--- src/rtl/tbank_pkg.sv ---
package tbank_pkg;

    localparam int IDX_W = 8;

    localparam logic [IDX_W-1:0] IDX_CTRL     = 8'h00;
    localparam logic [IDX_W-1:0] IDX_CNT_BASE = 8'h10;
    localparam logic [IDX_W-1:0] IDX_IRQEN    = 8'h30;
    localparam logic [IDX_W-1:0] IDX_CMP_BASE = 8'h40;

    typedef enum logic [1:0] {
        DIV_BY1 = 2'd0,
        DIV_BY2 = 2'd1,
        DIV_BY4 = 2'd2
    } div_e;

    // Prescaler field is one-hot; anything else falls back to divide by 1.
    function automatic div_e decode_div(input logic [2:0] fld);
        case (fld)
            3'b010:  return DIV_BY2;
            3'b100:  return DIV_BY4;
            default: return DIV_BY1;
        endcase
    endfunction

    function automatic logic [IDX_W-1:0] cnt_lo_idx(input int n);
        return IDX_CNT_BASE + IDX_W'(8 * n);
    endfunction

    function automatic logic [IDX_W-1:0] cnt_hi_idx(input int n);
        return IDX_CNT_BASE + IDX_W'(8 * n + 4);
    endfunction

    function automatic logic [IDX_W-1:0] cmp_idx(input int n);
        return IDX_CMP_BASE + IDX_W'(4 * n);
    endfunction

endpackage

--- src/rtl/tbank_presc.sv ---
module tbank_presc
    import tbank_pkg::*;
(
    input  logic clk,
    input  logic rst_n,
    input  logic run,
    input  div_e div,
    output logic tick
);

    logic [1:0] pcnt_d, pcnt_q;
    logic [1:0] limit;

    always_comb begin
        case (div)
            DIV_BY2: limit = 2'd1;
            DIV_BY4: limit = 2'd3;
            default: limit = 2'd0;
        endcase
        tick = run && (pcnt_q >= limit);
        if (!run || tick) pcnt_d = '0;
        else              pcnt_d = pcnt_q + 2'd1;
    end

    always_ff @(posedge clk or negedge rst_n) begin
        if (!rst_n) pcnt_q <= '0;
        else        pcnt_q <= pcnt_d;
    end

    // a tick at divide by 2 or 4 is never followed by another at once
    a_r5_div2_gap: assert property (@(posedge clk) disable iff (!rst_n)
        (run && div == DIV_BY2 && tick) |=> (!tick || div != $past(div)));
    a_r5_div4_gap: assert property (@(posedge clk) disable iff (!rst_n)
        (run && div == DIV_BY4 && tick) |=> (!tick || div != $past(div)));

endmodule

--- src/rtl/tbank_core.sv ---
module tbank_core #(
    parameter int CNT_W = 64,
    parameter int CMP_W = 32
) (
    input  logic             clk,
    input  logic             rst_n,
    input  logic             run,
    input  logic             tick,
    input  logic             irq_en,
    input  logic [CMP_W-1:0] cmp,
    output logic [CNT_W-1:0] cnt_o,
    output logic             irq_o
);

    logic [CNT_W-1:0] cnt_d, cnt_q;

    always_comb begin
        cnt_d = cnt_q;
        if (!run)      cnt_d = '0;
        else if (tick) cnt_d = cnt_q + CNT_W'(1);
    end

    always_ff @(posedge clk or negedge rst_n) begin
        if (!rst_n) cnt_q <= '0;
        else        cnt_q <= cnt_d;
    end

    assign cnt_o = cnt_q;
    assign irq_o = irq_en && (cnt_q[CMP_W-1:0] >= cmp);

    // a disabled bank leaves the counter at zero one cycle later
    a_r3_zero_when_off: assert property (@(posedge clk) disable iff (!rst_n)
        !run |=> (cnt_q == '0));
    // exactly one step per tick
    a_r4_single_step: assert property (@(posedge clk) disable iff (!rst_n)
        (run && tick) |=> (cnt_q == $past(cnt_q) + CNT_W'(1)));
    // no movement between ticks
    a_r4_hold_between: assert property (@(posedge clk) disable iff (!rst_n)
        (run && !tick) |=> $stable(cnt_q));

endmodule

--- src/rtl/core_timer_bank.sv ---
module core_timer_bank
    import tbank_pkg::*;
#(
    parameter int NUM_CORES = 4,
    parameter int CNT_W     = 64,
    parameter int DW        = 32
) (
    input  logic                       clk,
    input  logic                       rst_n,
    input  logic                       bus_wr,
    input  logic                       bus_rd,
    input  logic [2:0]                 bus_addr,
    input  logic [DW-1:0]              bus_wdata,
    output logic [DW-1:0]              bus_rdata,
    output logic [NUM_CORES-1:0]       irq_o,
    output logic [NUM_CORES*CNT_W-1:0] time_o
);

    localparam int DIV_LSB = 8;

    typedef struct packed {
        logic [IDX_W-1:0]               idx;
        logic                           en;
        logic [2:0]                     div;
        logic [NUM_CORES-1:0]           ie;
        logic [NUM_CORES-1:0][DW-1:0]   cmp;
        logic [NUM_CORES-1:0][DW-1:0]   hi;
        logic [DW-1:0]                  rdata;
    } state_t;

    state_t s_d, s_q;

    logic [NUM_CORES-1:0][CNT_W-1:0] cnt;
    logic [DW-1:0]                   rd_val;
    logic                            idx_known;
    logic                            win_ok;
    logic                            sel_idx;
    logic                            tick;
    div_e                            div_sel;

    assign win_ok  = (bus_addr[1:0] == 2'b00);
    assign sel_idx = bus_addr[2];
    assign div_sel = decode_div(s_q.div);

    tbank_presc u_presc (
        .clk   (clk),
        .rst_n (rst_n),
        .run   (s_q.en),
        .div   (div_sel),
        .tick  (tick)
    );

    for (genvar g = 0; g < NUM_CORES; g++) begin : g_core
        tbank_core #(
            .CNT_W (CNT_W),
            .CMP_W (DW)
        ) u_core (
            .clk    (clk),
            .rst_n  (rst_n),
            .run    (s_q.en),
            .tick   (tick),
            .irq_en (s_q.ie[g]),
            .cmp    (s_q.cmp[g]),
            .cnt_o  (cnt[g]),
            .irq_o  (irq_o[g])
        );
        assign time_o[g*CNT_W +: CNT_W] = cnt[g];
    end

    always_comb begin
        s_d       = s_q;
        rd_val    = '0;
        idx_known = 1'b0;

        // internal read multiplexer
        if (s_q.idx == IDX_CTRL) begin
            rd_val    = DW'({s_q.div, 7'b0, s_q.en});
            idx_known = 1'b1;
        end
        if (s_q.idx == IDX_IRQEN) begin
            rd_val    = DW'(s_q.ie);
            idx_known = 1'b1;
        end
        for (int n = 0; n < NUM_CORES; n++) begin
            if (s_q.idx == cnt_lo_idx(n)) begin
                rd_val    = cnt[n][DW-1:0];
                idx_known = 1'b1;
            end
            if (s_q.idx == cnt_hi_idx(n)) begin
                rd_val    = s_q.hi[n];
                idx_known = 1'b1;
            end
            if (s_q.idx == cmp_idx(n)) begin
                rd_val    = s_q.cmp[n];
                idx_known = 1'b1;
            end
        end

        // bus reads
        if (bus_rd && win_ok) begin
            if (sel_idx) begin
                s_d.rdata = DW'(s_q.idx);
            end else begin
                s_d.rdata = rd_val;
                for (int n = 0; n < NUM_CORES; n++) begin
                    if (s_q.idx == cnt_lo_idx(n))
                        s_d.hi[n] = cnt[n][CNT_W-1:DW];
                end
            end
        end

        // bus writes
        if (bus_wr && win_ok) begin
            if (sel_idx) begin
                s_d.idx = bus_wdata[IDX_W-1:0];
            end else begin
                if (s_q.idx == IDX_CTRL) begin
                    s_d.en  = bus_wdata[0];
                    s_d.div = bus_wdata[DIV_LSB+2:DIV_LSB];
                end
                if (s_q.idx == IDX_IRQEN)
                    s_d.ie = bus_wdata[NUM_CORES-1:0];
                for (int n = 0; n < NUM_CORES; n++) begin
                    if (s_q.idx == cmp_idx(n))
                        s_d.cmp[n] = bus_wdata;
                end
            end
        end
    end

    always_ff @(posedge clk or negedge rst_n) begin
        if (!rst_n) s_q <= '0;
        else        s_q <= s_d;
    end

    assign bus_rdata = s_q.rdata;

    // an index write lands in the index register
    a_r1_idx_capture: assert property (@(posedge clk) disable iff (!rst_n)
        (bus_wr && win_ok && sel_idx) |=> (s_q.idx == $past(bus_wdata[IDX_W-1:0])));

    // reading the low word of core 0 latches its high word
    a_r6_hi_latch: assert property (@(posedge clk) disable iff (!rst_n)
        (bus_rd && win_ok && !sel_idx && s_q.idx == cnt_lo_idx(0))
        |=> (s_q.hi[0] == $past(cnt[0][CNT_W-1:DW])));

    // writes to unimplemented indices leave all state untouched
    a_r10_unimpl_write: assert property (@(posedge clk) disable iff (!rst_n)
        (bus_wr && win_ok && !sel_idx && !idx_known)
        |=> ($stable(s_q.en) && $stable(s_q.div) && $stable(s_q.ie) && $stable(s_q.cmp)));

    // no interrupt while every enable is clear
    a_r7_masked_quiet: assert property (@(posedge clk) disable iff (!rst_n)
        (s_q.ie == '0) |-> (irq_o == '0));

    // every core equals core 0 on every cycle
    for (genvar g = 1; g < NUM_CORES; g++) begin : g_lock
        a_r4_lockstep: assert property (@(posedge clk) disable iff (!rst_n)
            cnt[g] == cnt[0]);
    end

endmodule

--- config.mk ---
export PLATFORM = sky130hd
export DESIGN_NAME = core_timer_bank
export DESIGN_NICKNAME = d
export VERILOG_FILES = /design/src/rtl/tbank_pkg.sv /design/src/rtl/tbank_presc.sv /design/src/rtl/tbank_core.sv /design/src/rtl/core_timer_bank.sv
export SDC_FILE = /design/constraint.sdc
export NUM_CORES = 1
export LEC_CHECK = 0
export BUFFER_PORTS_ARGS = -buffer_cell sky130_fd_sc_hd__buf_2
export CAP_MARGIN = 20
export CELL_PAD_IN_SITES_DETAIL_PLACEMENT = 0
export CELL_PAD_IN_SITES_GLOBAL_PLACEMENT = 1
export CORE_MARGIN = 5
export CORE_UTILIZATION = 40
export DETAILED_ROUTE_END_ITERATION = 12
export PLACE_DENSITY = 0.78
export SYNTH_ARGS = -nofsm -noshare
export SYNTH_HDL_FRONTEND = slang
export SYNTH_SLANG_ARGS = --single-unit
--- constraint.sdc ---
create_clock -name clk -period 3.94 [get_ports clk]
set_input_delay 0.591 -clock clk [delete_from_list [all_inputs] [get_ports clk]]
set_output_delay 0.591 -clock clk [all_outputs]
set_load 0.02 [all_outputs]
## Word-level counts from Yosys, hierarchy flattened

Index checks and enable logic that the tools add are counted.

| storage, ports and cells | value |
|---|---|
| bits in registers | 562 |
| latch bits | 0 |
| bits in writable memories | 0 |
| bits in read-only memories | 0 |
| input bits | 39 |
| output and inout bits | 292 |
| memories | 0 |

| operators by class | value |
|---|---|
| add/sub/neg operators | 5 |
| $mul | 0 |
| div/mod/pow operators | 0 |
| $lt $le $gt $ge | 5 |
| equality and inequality tests | 18 |
| shift operators | 0 |
| muxes and demuxes | 26 |
| bitwise operators | 1 |
| reduce and logical (&&, ||, !) cells | 22 |

Operators by type and width:

| cell | number |
|---|---|
| 64-bit 2-to-1 mux | 8 |
| 32-bit 2-to-1 mux | 14 |
| 64-bit by 1-bit adder with 64-bit output, second input constant | 4 |
| 32-bit >= comparator | 4 |
| 8-bit by 6-bit equality test with 1-bit output, second input constant | 5 |
| 8-bit by 5-bit equality test with 1-bit output, second input constant | 4 |
| 8-bit by 7-bit equality test with 1-bit output, second input constant | 4 |
| 3-bit AND reduction | 10 |
| 11-bit 2-to-1 mux | 1 |
| 8-bit zero test | 1 |
| 2-bit one-hot mux with 2 select lines | 2 |
| 1-bit logical AND | 7 |
| 3-bit by 2-bit equality test with 1-bit output, second input constant | 1 |
| 3-bit equality test, second input constant | 1 |
| 2-bit by 1-bit adder with 2-bit output, second input constant | 1 |
| 2-bit by 1-bit equality test with 1-bit output, second input constant | 1 |
| 2-bit equality test, second input constant | 1 |
| 2-bit >= comparator | 1 |
| 2-bit zero test | 1 |
| 2-bit 2-to-1 mux | 1 |
| 2-bit by 1-bit inequality test with 1-bit output, second input constant | 1 |
| 2-bit AND reduction | 1 |
| 1-bit zero test | 1 |
| 1-bit logical OR | 1 |
| 1-bit inverter | 1 |

## Logic depth before layout (Yosys ltp)

Gate-level depths: netlist of run 1.

| depth | value |
|---|---|
| depth after elaboration | 16 |
| gate-level depth with buffers | 11 |

## By module

Synthesis of run 1 repeated with hierarchy kept, for this count alone.

| second synthesis, totals | value |
|---|---|
| cells, all modules | 3374 |
| area total of the unflattened synthesis | 33433.3 um^2 |

By module, submodules not included:

| module | times used | cells an instance | area each (um^2) | seq. area each (um^2) |
|---|---|---|---|---|
| tbank_core | 4 | 482 | 4260.3 | 1601.5 |
| core_timer_bank | 1 | 1431 | 16246.8 | 7607.3 |
| tbank_presc | 1 | 15 | 145.1 | 50.0 |

## Least setup slack after synthesis of run 1

No wires, ideal clock.

| timing path | value |
|---|---|
| path kind | register to register |
| from | register s_q[292] (netlist name) |
| to | register g_core[1].u_core.cnt_q[3] |
| arrival | 2.589 ns |
| slack | 1.219 ns |
| cell stages (with the launch flop) | 10 |
| buffers on the path | 3 |
| cells stage by stage | dfrtp_1 -> or3b_2 -> ha_1 -> a21oi_2 -> buf_2 -> buf_1 -> buf_2 -> nor2_1 -> xnor2_1 -> nor2_1 |

| between the ends | value |
|---|---|
| word-level cells in the longest chain between the ends | 7 |
| elaborated cells between the ends (all ways) | 9 |

RTL lines:

| what | line | RTL |
|---|---|---|
| from (decl) | core_timer_bank.sv:31 | `state_t s_d, s_q;` |
| from (signal assigned) | core_timer_bank.sv:132 | `if (!rst_n) s_q <= '0;` |
| from (signal assigned) | core_timer_bank.sv:133 | `else s_q <= s_d;` |
| 3-bit equality test / 3-bit by 2-bit equality test with 1-bit output (equally long branches) | tbank_pkg.sv:18 | `case (fld)` |
| 2-bit one-hot mux with 2 select lines (*) | tbank_pkg.sv:18 |  |
| 2-bit equality test / 2-bit by 1-bit equality test with 1-bit output (equally long branches) | tbank_presc.sv:15 | `case (div)` |
| 2-bit one-hot mux with 2 select lines (*) | tbank_presc.sv:15 |  |
| 2-bit >= comparator (*) | tbank_presc.sv:20 | `tick = run && (pcnt_q >= limit);` |
| 1-bit logical AND (*) | tbank_presc.sv:20 |  |
| 2-bit by 1-bit inequality test with 1-bit output (no source line) (*) | -- |  |
| to (signal assigned) | tbank_core.sv:25 | `else cnt_q <= cnt_d;` |
| to (decl) | tbank_core.sv:15 | `logic [CNT_W-1:0] cnt_d, cnt_q;` |

Mark *: on every way between the ends. The rest lies on a longest branch, timed or not.
A chain may end at the register's enable or synchronous reset.

## Final worst setup path of run 1

| timing path | value |
|---|---|
| from | register g_core[2].u_core.cnt_q[16] |
| to | output irq_o[2] |

| between the ends | value |
|---|---|
| word-level cells in the longest chain between the ends | 2 |

RTL lines:

| what | line | RTL |
|---|---|---|
| from (decl) | tbank_core.sv:15 |  |
| from (signal assigned) | tbank_core.sv:25 |  |
| 32-bit >= comparator | tbank_core.sv:29 | `assign irq_o = irq_en && (cnt_q[CMP_W-1:0] >= cmp);` |
| 1-bit logical AND | tbank_core.sv:29 |  |
| to (decl) | core_timer_bank.sv:15 | `output logic [NUM_CORES-1:0] irq_o,` |

Every way passes these cells.

==> flow_metrics.env, run 1 <==
export IMPL_outcome="completed"
export IMPL_syn_to_final_growth_pct=17.10
export IMPL_numCtsBuffers=67
export IMPL_grtUsageTotal_pct=30.65
export IMPL_fin_tns_setup_ns=0
export IMPL_crit_required_ns=3.35
export IMPL_nFillCells=7540
export IMPL_drv_slew=0
export IMPL_wl_um=135100
export IMPL_ys_top_cells_by_count="dfrtp_1, nor2_1, mux2_2"
export IMPL_min_period_over_period_pct=95.42
export IMPL_die_area_um2=85420
export IMPL_fp_row_count=103
export IMPL_grt_pass1_wl_um=195900
export IMPL_dieHeight_um=292.3
export IMPL_wl_per_cell_um=28.75
export IMPL_r2r_setup_slack_ns=0.52
export IMPL_drive_gt1_share_pct=24.36
export IMPL_start_kind="flop"
export IMPL_tightest_slew_ns=1.169
export IMPL_yosysMostFrequentCell="dfrtp_1"
export IMPL_cts_max_level=3
export IMPL_clock_skew_final_ns=0.02518
export IMPL_rsz0062_at_grt="no"
export IMPL_synth_seq_area_share_pct=44.13
export IMPL_portBuffers=330
export IMPL_ys_flop_type="dfrtp_1"
export IMPL_place_congestion=1.087
export IMPL_synth_cell_type_count=87
export IMPL_syn_nets=3443
export IMPL_postCtsSetupRepairBufs=0
export IMPL_holdWs_ns=0.06029
export IMPL_cts_root_buf="clkbuf_16"
export IMPL_crit_type="reg2out"
export IMPL_cts_resized=0
export IMPL_dpl_cell_area_um2=35060
export IMPL_fmax_mhz=266.0
export IMPL_ys_ff_latch=562
export IMPL_worstSkewPairLatency_ns=0.62
export IMPL_arrival_ns=3.17
export IMPL_core_area_um2=79000
export IMPL_syn_avg_cell_area_um2=9.746
export IMPL_num_vias=28699
export IMPL_nets=3770
export IMPL_crit_path_max_fanout=7
export IMPL_clk_pin_slew_ns=0.06
export IMPL_drtIter0Drc=3374
export IMPL_drc_errors=0
export IMPL_fin_crit_ns=3.760
export IMPL_finalInstanceArea_um2=37320
export IMPL_start_util_pct=40.34
export IMPL_hp_class="in2async"
export IMPL_clock_path_buffers=3
export IMPL_routed_via_density=6.106
export IMPL_power_mw=14.58
export IMPL_async_flop_share_pct=100.0
export IMPL_grt_pass1_vias=27219
export IMPL_grt_start_max_net_pins=184
export IMPL_peakVddDrop_mv=0.2662
export IMPL_cp_end_kind="output pin"
export IMPL_dpl_hpwl_um=103200
export IMPL_synth_area_top_cells="dfrtp_1, mux2_2, ha_1, nor2_1, xor2_1"
export IMPL_gr_total_overflow=0
export IMPL_hold_viol_final=0
export IMPL_ant_nets=0
export IMPL_synth_edf_count=0
export IMPL_die_w_um=292.3
export IMPL_powerDensity_nw_per_um2=390.6
export IMPL_netlist_instances=3270
export IMPL_antenna_found_initial=7
export IMPL_netlist_area_leader_share_pct=44.13
export IMPL_cts_hold_buf=0
export IMPL_setup_violations=0
export IMPL_cts_tree="built"
export IMPL_pin_count=331
export IMPL_p_leak_nw=16.95
export IMPL_yosys_warnings=0
export IMPL_yosysTopAreaCell="dfrtp_1"
export IMPL_slew_headroom_pct=21.57
export IMPL_first_pass_iters=6
export IMPL_maxCapViolations=0
export IMPL_cts_sinks=562
export IMPL_synth_cell_area_um2=31870
export IMPL_utilization_pct=47.24
layer usage:
layer	track usage, %	up-vias	routed length, um
li1	-	12480	-
met1	43.01	14463	56780
met2	45.85	1443	58510
met3	6.430	309	12520
met4	13.77	4	7284
met5	0	-	23
state kept, by name, summed over array words and instances, names as in the netlist:
signal / cells
bus_rdata: 32
g_core.u_core.cnt_o: 256
s_q: 272
u_presc.pcnt_q: 2
power by group:
part,switching (mW),internal (mW),total (mW)
sequential,0.218,5.89,6.11
combinational,1.39,0.581,1.98
clock,2.62,3.88,6.50
kinds of logic after synthesis:
group / after synthesis / synth area share, %
AO/OA/AOI/OAI: 628 / 12.24
XOR/XNOR: 190 / 5.221
adder cells (fa/ha/maj): 134 / 5.261
buffers and inverters: 358 / 4.837
flip-flops: 562 / 44.13
multiplexers: 288 / 10.09
AND/OR/NAND/NOR: 1110 / 18.23
path summary, 6_finish.rpt:
| kind | startpoint | end | cells past startpoint |
|---|---|---|---|
| max reg2reg | s_q[292] | g_core[1].u_core.cnt_o[61] | 8 |
| max in group asynchronous | rst_n | g_core[1].u_core.cnt_o[63] | 2 |
| min in group clk | bus_wdata[17] | s_q[241] | 2 |
| max | g_core[2].u_core.cnt_o[16] | irq_o[2] | 8 |
| min | rst_n | g_core[0].u_core.cnt_o[53] | 1 |
| min reg2reg | u_presc.pcnt_q[0] | u_presc.pcnt_q[0] | 1 |
layout make-up:
class	instances	area (um2)	share of cell area, %
Antenna cell	5	12.51	0.03352
Clock buffer	92	1926	5.159
Clock inverter	25	319.1	0.8549
Inverter	157	596.8	1.599
Multi-Input combinational cell	2350	16330	43.76
Sequential cell	562	14070	37.69
Tap cell	1050	1314	3.520
Timing Repair Buffer	459	2755	7.382
layout by cell type, fill, tap and decap left out, drive strengths merged, types with 15 or more instances in the layout:
cell    netlist  layout
o31ai        16      16
a21o         21      21
and3         53      53
xor2        125     125
a221oi       16      16
dfrtp       562     562
o22ai        32      32
o32ai        15      15
nor3         48      48
and2         26      26
nor4         43      43
mux2        266     266
nand3       125     125
nand2       228     228
o21ai       168     168
nor2        310     310
mux2i        22      22
xnor2        65      65
clkbuf      102      92
nand4       121     121
inv         156     158
and4         25      25
buf          99     459
a211oi       17      17
ha          134     134
a22oi        40      40
a21oi       195     195
or3          56      56
o211ai       27      27
through the flow:
stage	std cells	setup slack, ns
6_report	4700	0.1803
5_1_grt	4695	0.09853
4_1_cts	4695	0.1894
3_5_place_dp	4578	0.6134
3_3_place_gp	4578	0.6411
2_1_floorplan	3270	1.219
worst max-delay path, stage by stage, from the launching register on:
cell       delay, ns
dfrtp_1         0.70
ha_1            0.25
a21oi_1         0.07
o21ai_0         0.22
a221oi_1        0.18
a2111oi_0       0.59
o21ai_0         0.18
nand2_1         0.16
buf_2           0.19
No activity file was read; power rests on OpenSTA's default activity.
==> inputs of run 2 (changes only) <==
- PLACE_DENSITY: 0.78 -> 0.77
- SYNTH_HIERARCHICAL: unset -> 1
==> run 2 against run 1 <==
Against the previous run:
- largest cell class unchanged
- clock skew grew 0.0049 ns
- sequential power fell by 1%
- wire length is 1.8% higher
- fmax fell by 2.5%
- global-route usage down 0.99 points
- worst hold slack worse by 0.038 ns
- sequential share of layout area decreased by 1.6 points
- critical path depth down 1
- utilization down 0.39 points
- synthesized cell count is 3.2% higher
- critical path type unchanged
==> flow_metrics.env, run 2 <==
export IMPL_ys_flop_type="dfrtp_1"
export IMPL_postCtsSetupRepairBufs=0
export IMPL_maxCapViolations=0
export IMPL_setup_violations=0
export IMPL_clk_pin_slew_ns=0.06
export IMPL_numCtsBuffers=67
export IMPL_netlist_instances=3374
export IMPL_cts_max_level=3
export IMPL_start_util_pct=40.14
export IMPL_slowest_stage="o221ai_1"
export IMPL_grtUsageTotal_pct=29.66
export IMPL_tightest_slew_ns=1.104
export IMPL_wl_um=137500
export IMPL_netlist_area_leader_share_pct=42.06
export IMPL_yosysTopAreaCell="dfrtp_1"
export IMPL_power_frac_clock_pct=46.0
export IMPL_fp_row_count=106
export IMPL_place_congestion=0.9915
export IMPL_fin_tns_setup_ns=0
export IMPL_final_cells=4844
export IMPL_synth_area_top_cells="dfrtp_1, mux2_2, ha_1, a21oi_1, nand2_1"
export IMPL_dp_cells=4721
export IMPL_pin_count=331
export IMPL_r2r_end="g_core[2].u_core/cnt_o[56]"
export IMPL_crit_required_ns=3.35
export IMPL_grt_start_max_net_pins=117
export IMPL_r2r_start="s_q[294]"
export IMPL_worstSkewPairLatency_ns=0.64
export IMPL_synth_cell_area_um2=33430
export IMPL_hp_class="in2async"
export IMPL_die_w_um=299.1
export IMPL_p_leak_nw=17.30
export IMPL_largest_reg_flops=272
export IMPL_path_depth=7
export IMPL_cts_hold_buf=0
export IMPL_cts_root_buf="clkbuf_16"
export IMPL_async_flop_share_pct=100.0
export IMPL_fin_crit_ns=3.856
export IMPL_cp_end_kind="output pin"
export IMPL_routed_via_density=6.323
export IMPL_arrival_ns=3.27
export IMPL_ys_ff_latch=562
export IMPL_fmax_mhz=259.3
export IMPL_start_kind="flop"
export IMPL_ys_top_cells_by_count="dfrtp_1, a21oi_1, nand2_1"
export IMPL_final_common_cell="dfrtp_1"
export IMPL_cts_resized=0
export IMPL_crit_family="simple AND/OR/NAND/NOR gates"
export IMPL_switching_share_pct=28.46
export IMPL_power_switching_mw=4.123
export IMPL_rsz0062_at_grt="no"
export IMPL_gr_total_overflow=0
export IMPL_num_vias=30627
export IMPL_layout_common_cells="dfrtp_1, buf_2, a21oi_1"
export IMPL_yosys_warnings=6
export IMPL_regMostFlops="s_q"
export IMPL_drtIter0Drc=3604
export IMPL_wl_per_cell_um=28.39
export IMPL_dieHeight_um=299.1
export IMPL_r2r_setup_slack_ns=0.37
export IMPL_grt_pass1_wl_um=200500
export IMPL_crit_path_max_fanout=3
export IMPL_crit_end="irq_o[1]"
export IMPL_fin_ws_ns=0.08383
export IMPL_nFillCells=8008
export IMPL_clock_path_buffers=3
export IMPL_die_area_um2=89460
export IMPL_powerDensity_nw_per_um2=371.3
export IMPL_grt_pass1_vias=28854
export IMPL_syn_avg_cell_area_um2=9.909
export IMPL_drc_errors=0
export IMPL_crit_buf_inv=1
export IMPL_nets=3885
export IMPL_antenna_found_initial=8
export IMPL_synth_seq_area_share_pct=42.06
export IMPL_share_comb_of_total_power_pct=12.2
export IMPL_outcome="completed"
export IMPL_place_ws_ns=0.4065
export IMPL_first_pass_iters=6
export IMPL_synth_edf_count=0
export IMPL_cpPeakStageDelay_ns=0.47
export IMPL_ant_nets=0
export IMPL_slew_headroom_pct=26.26
export IMPL_yosysMostFrequentCell="dfrtp_1"
export IMPL_clock_skew_final_ns=0.03012
export IMPL_syn_nets=3548
export IMPL_synth_cell_type_count=91
export IMPL_peakVddDrop_mv=0.3378
export IMPL_drive_gt1_share_pct=24.85
export IMPL_cts_tree="built"
export IMPL_min_period_over_period_pct=97.87
export IMPL_seqPwrFrac_pct=41.8
export IMPL_syn_to_final_growth_pct=16.72
export IMPL_crit_path_start="g_core[1].u_core/cnt_o[29]"
export IMPL_rr_worst_depth=14
export IMPL_drv_slew=0
export IMPL_cts_sinks=562
export IMPL_hold_viol_final=0
export IMPL_core_area_um2=83290
export IMPL_internal_power_mw=10.36
export IMPL_worstPathCellList="ha_1, nand4_1, nor4_2, nand4_1, or3_1, o221ai_1, buf_2"
export IMPL_cpMostUsedCell="nand4_1"
export IMPL_crit_type="reg2out"
export IMPL_holdWs_ns=0.02206
export IMPL_portBuffers=330
export IMPL_dpl_hpwl_um=103800
[run 2: per-layer routing]
layer  part of all wire (%)  GRT usage, %  wire length, um  vias to the layer above
met2                     45         46.03            61270                     1695
met3                    9.7         6.533            13380                      343
met1                     41         40.13            55710                    15341
li1                       -             -                -                    13238
met5                  0.073        0.3788              101                        -
met4                    5.1         12.76             7057                       10
[run 2: cells by family (layout without fill, tap and decap cells)]
family | after synthesis | in the layout | share of synthesized area [%]
buffers and inverters | 392 | 780 | 5.385
AO/OA/AOI/OAI | 785 | 785 | 15.16
adder cells (fa/ha/maj) | 135 | 135 | 5.052
multiplexers | 298 | 298 | 10.42
XOR/XNOR | 109 | 109 | 2.855
other | 0 | 2 | 0
flip-flops | 562 | 562 | 42.06
AND/OR/NAND/NOR | 1093 | 1093 | 19.06
[run 2: how the worst min path moves through the flow]
stage | from | end | slack [ns] | cells past startpoint
after global routing | rst_n | g_core[3].u_core/cnt_o[3] | 0.08 | 1
after global placement | s_q[134] | s_q[134] | 0.48 | 1
final | rst_n | g_core[3].u_core/cnt_o[3] | 0.02 | 1
after floorplan | rst_n | bus_rdata[0] | 0.30 | 0
after detailed placement | s_q[134] | s_q[134] | 0.48 | 1
after CTS | rst_n | s_q[166] | 0.05 | 1
[run 2: power by group through the flow]
| stage | registers (mW) | logic, mW | clock network, mW |
|---|---|---|---|
| after floorplan | 6.03 | 1.02 | 0 |
| after global placement | 6.14 | 1.70 | 0 |
| after detailed placement | 6.14 | 1.70 | 0 |
| after CTS | 6.04 | 1.71 | 6.73 |
| after global routing | 6.05 | 1.86 | 6.98 |
| final | 6.05 | 1.77 | 6.67 |
[run 2: layout make-up]
cell class	count	area, um2	area share (%)
repair buffers	479	2943	7.541
clock buffers	90	1936	4.960
clock inverters	30	389.1	0.9971
diodes	2	5.005	0.01282
well taps	1080	1351	3.463
flip-flops and latches	562	14070	36.05
multi-input cells	2420	17650	45.23
inverters	181	679.4	1.741
[run 2: through the flow]
stage / cell area, um2 / util [%] / power [mW]
floorplan: 33430 / - / 7.056
global placement: 36650 / 44.00 / 7.837
detailed placement: 36650 / 44.00 / 7.845
CTS: 38970 / 46.79 / 14.48
global route: 39020 / 46.85 / 14.89
finish: 39020 / 46.85 / 14.49
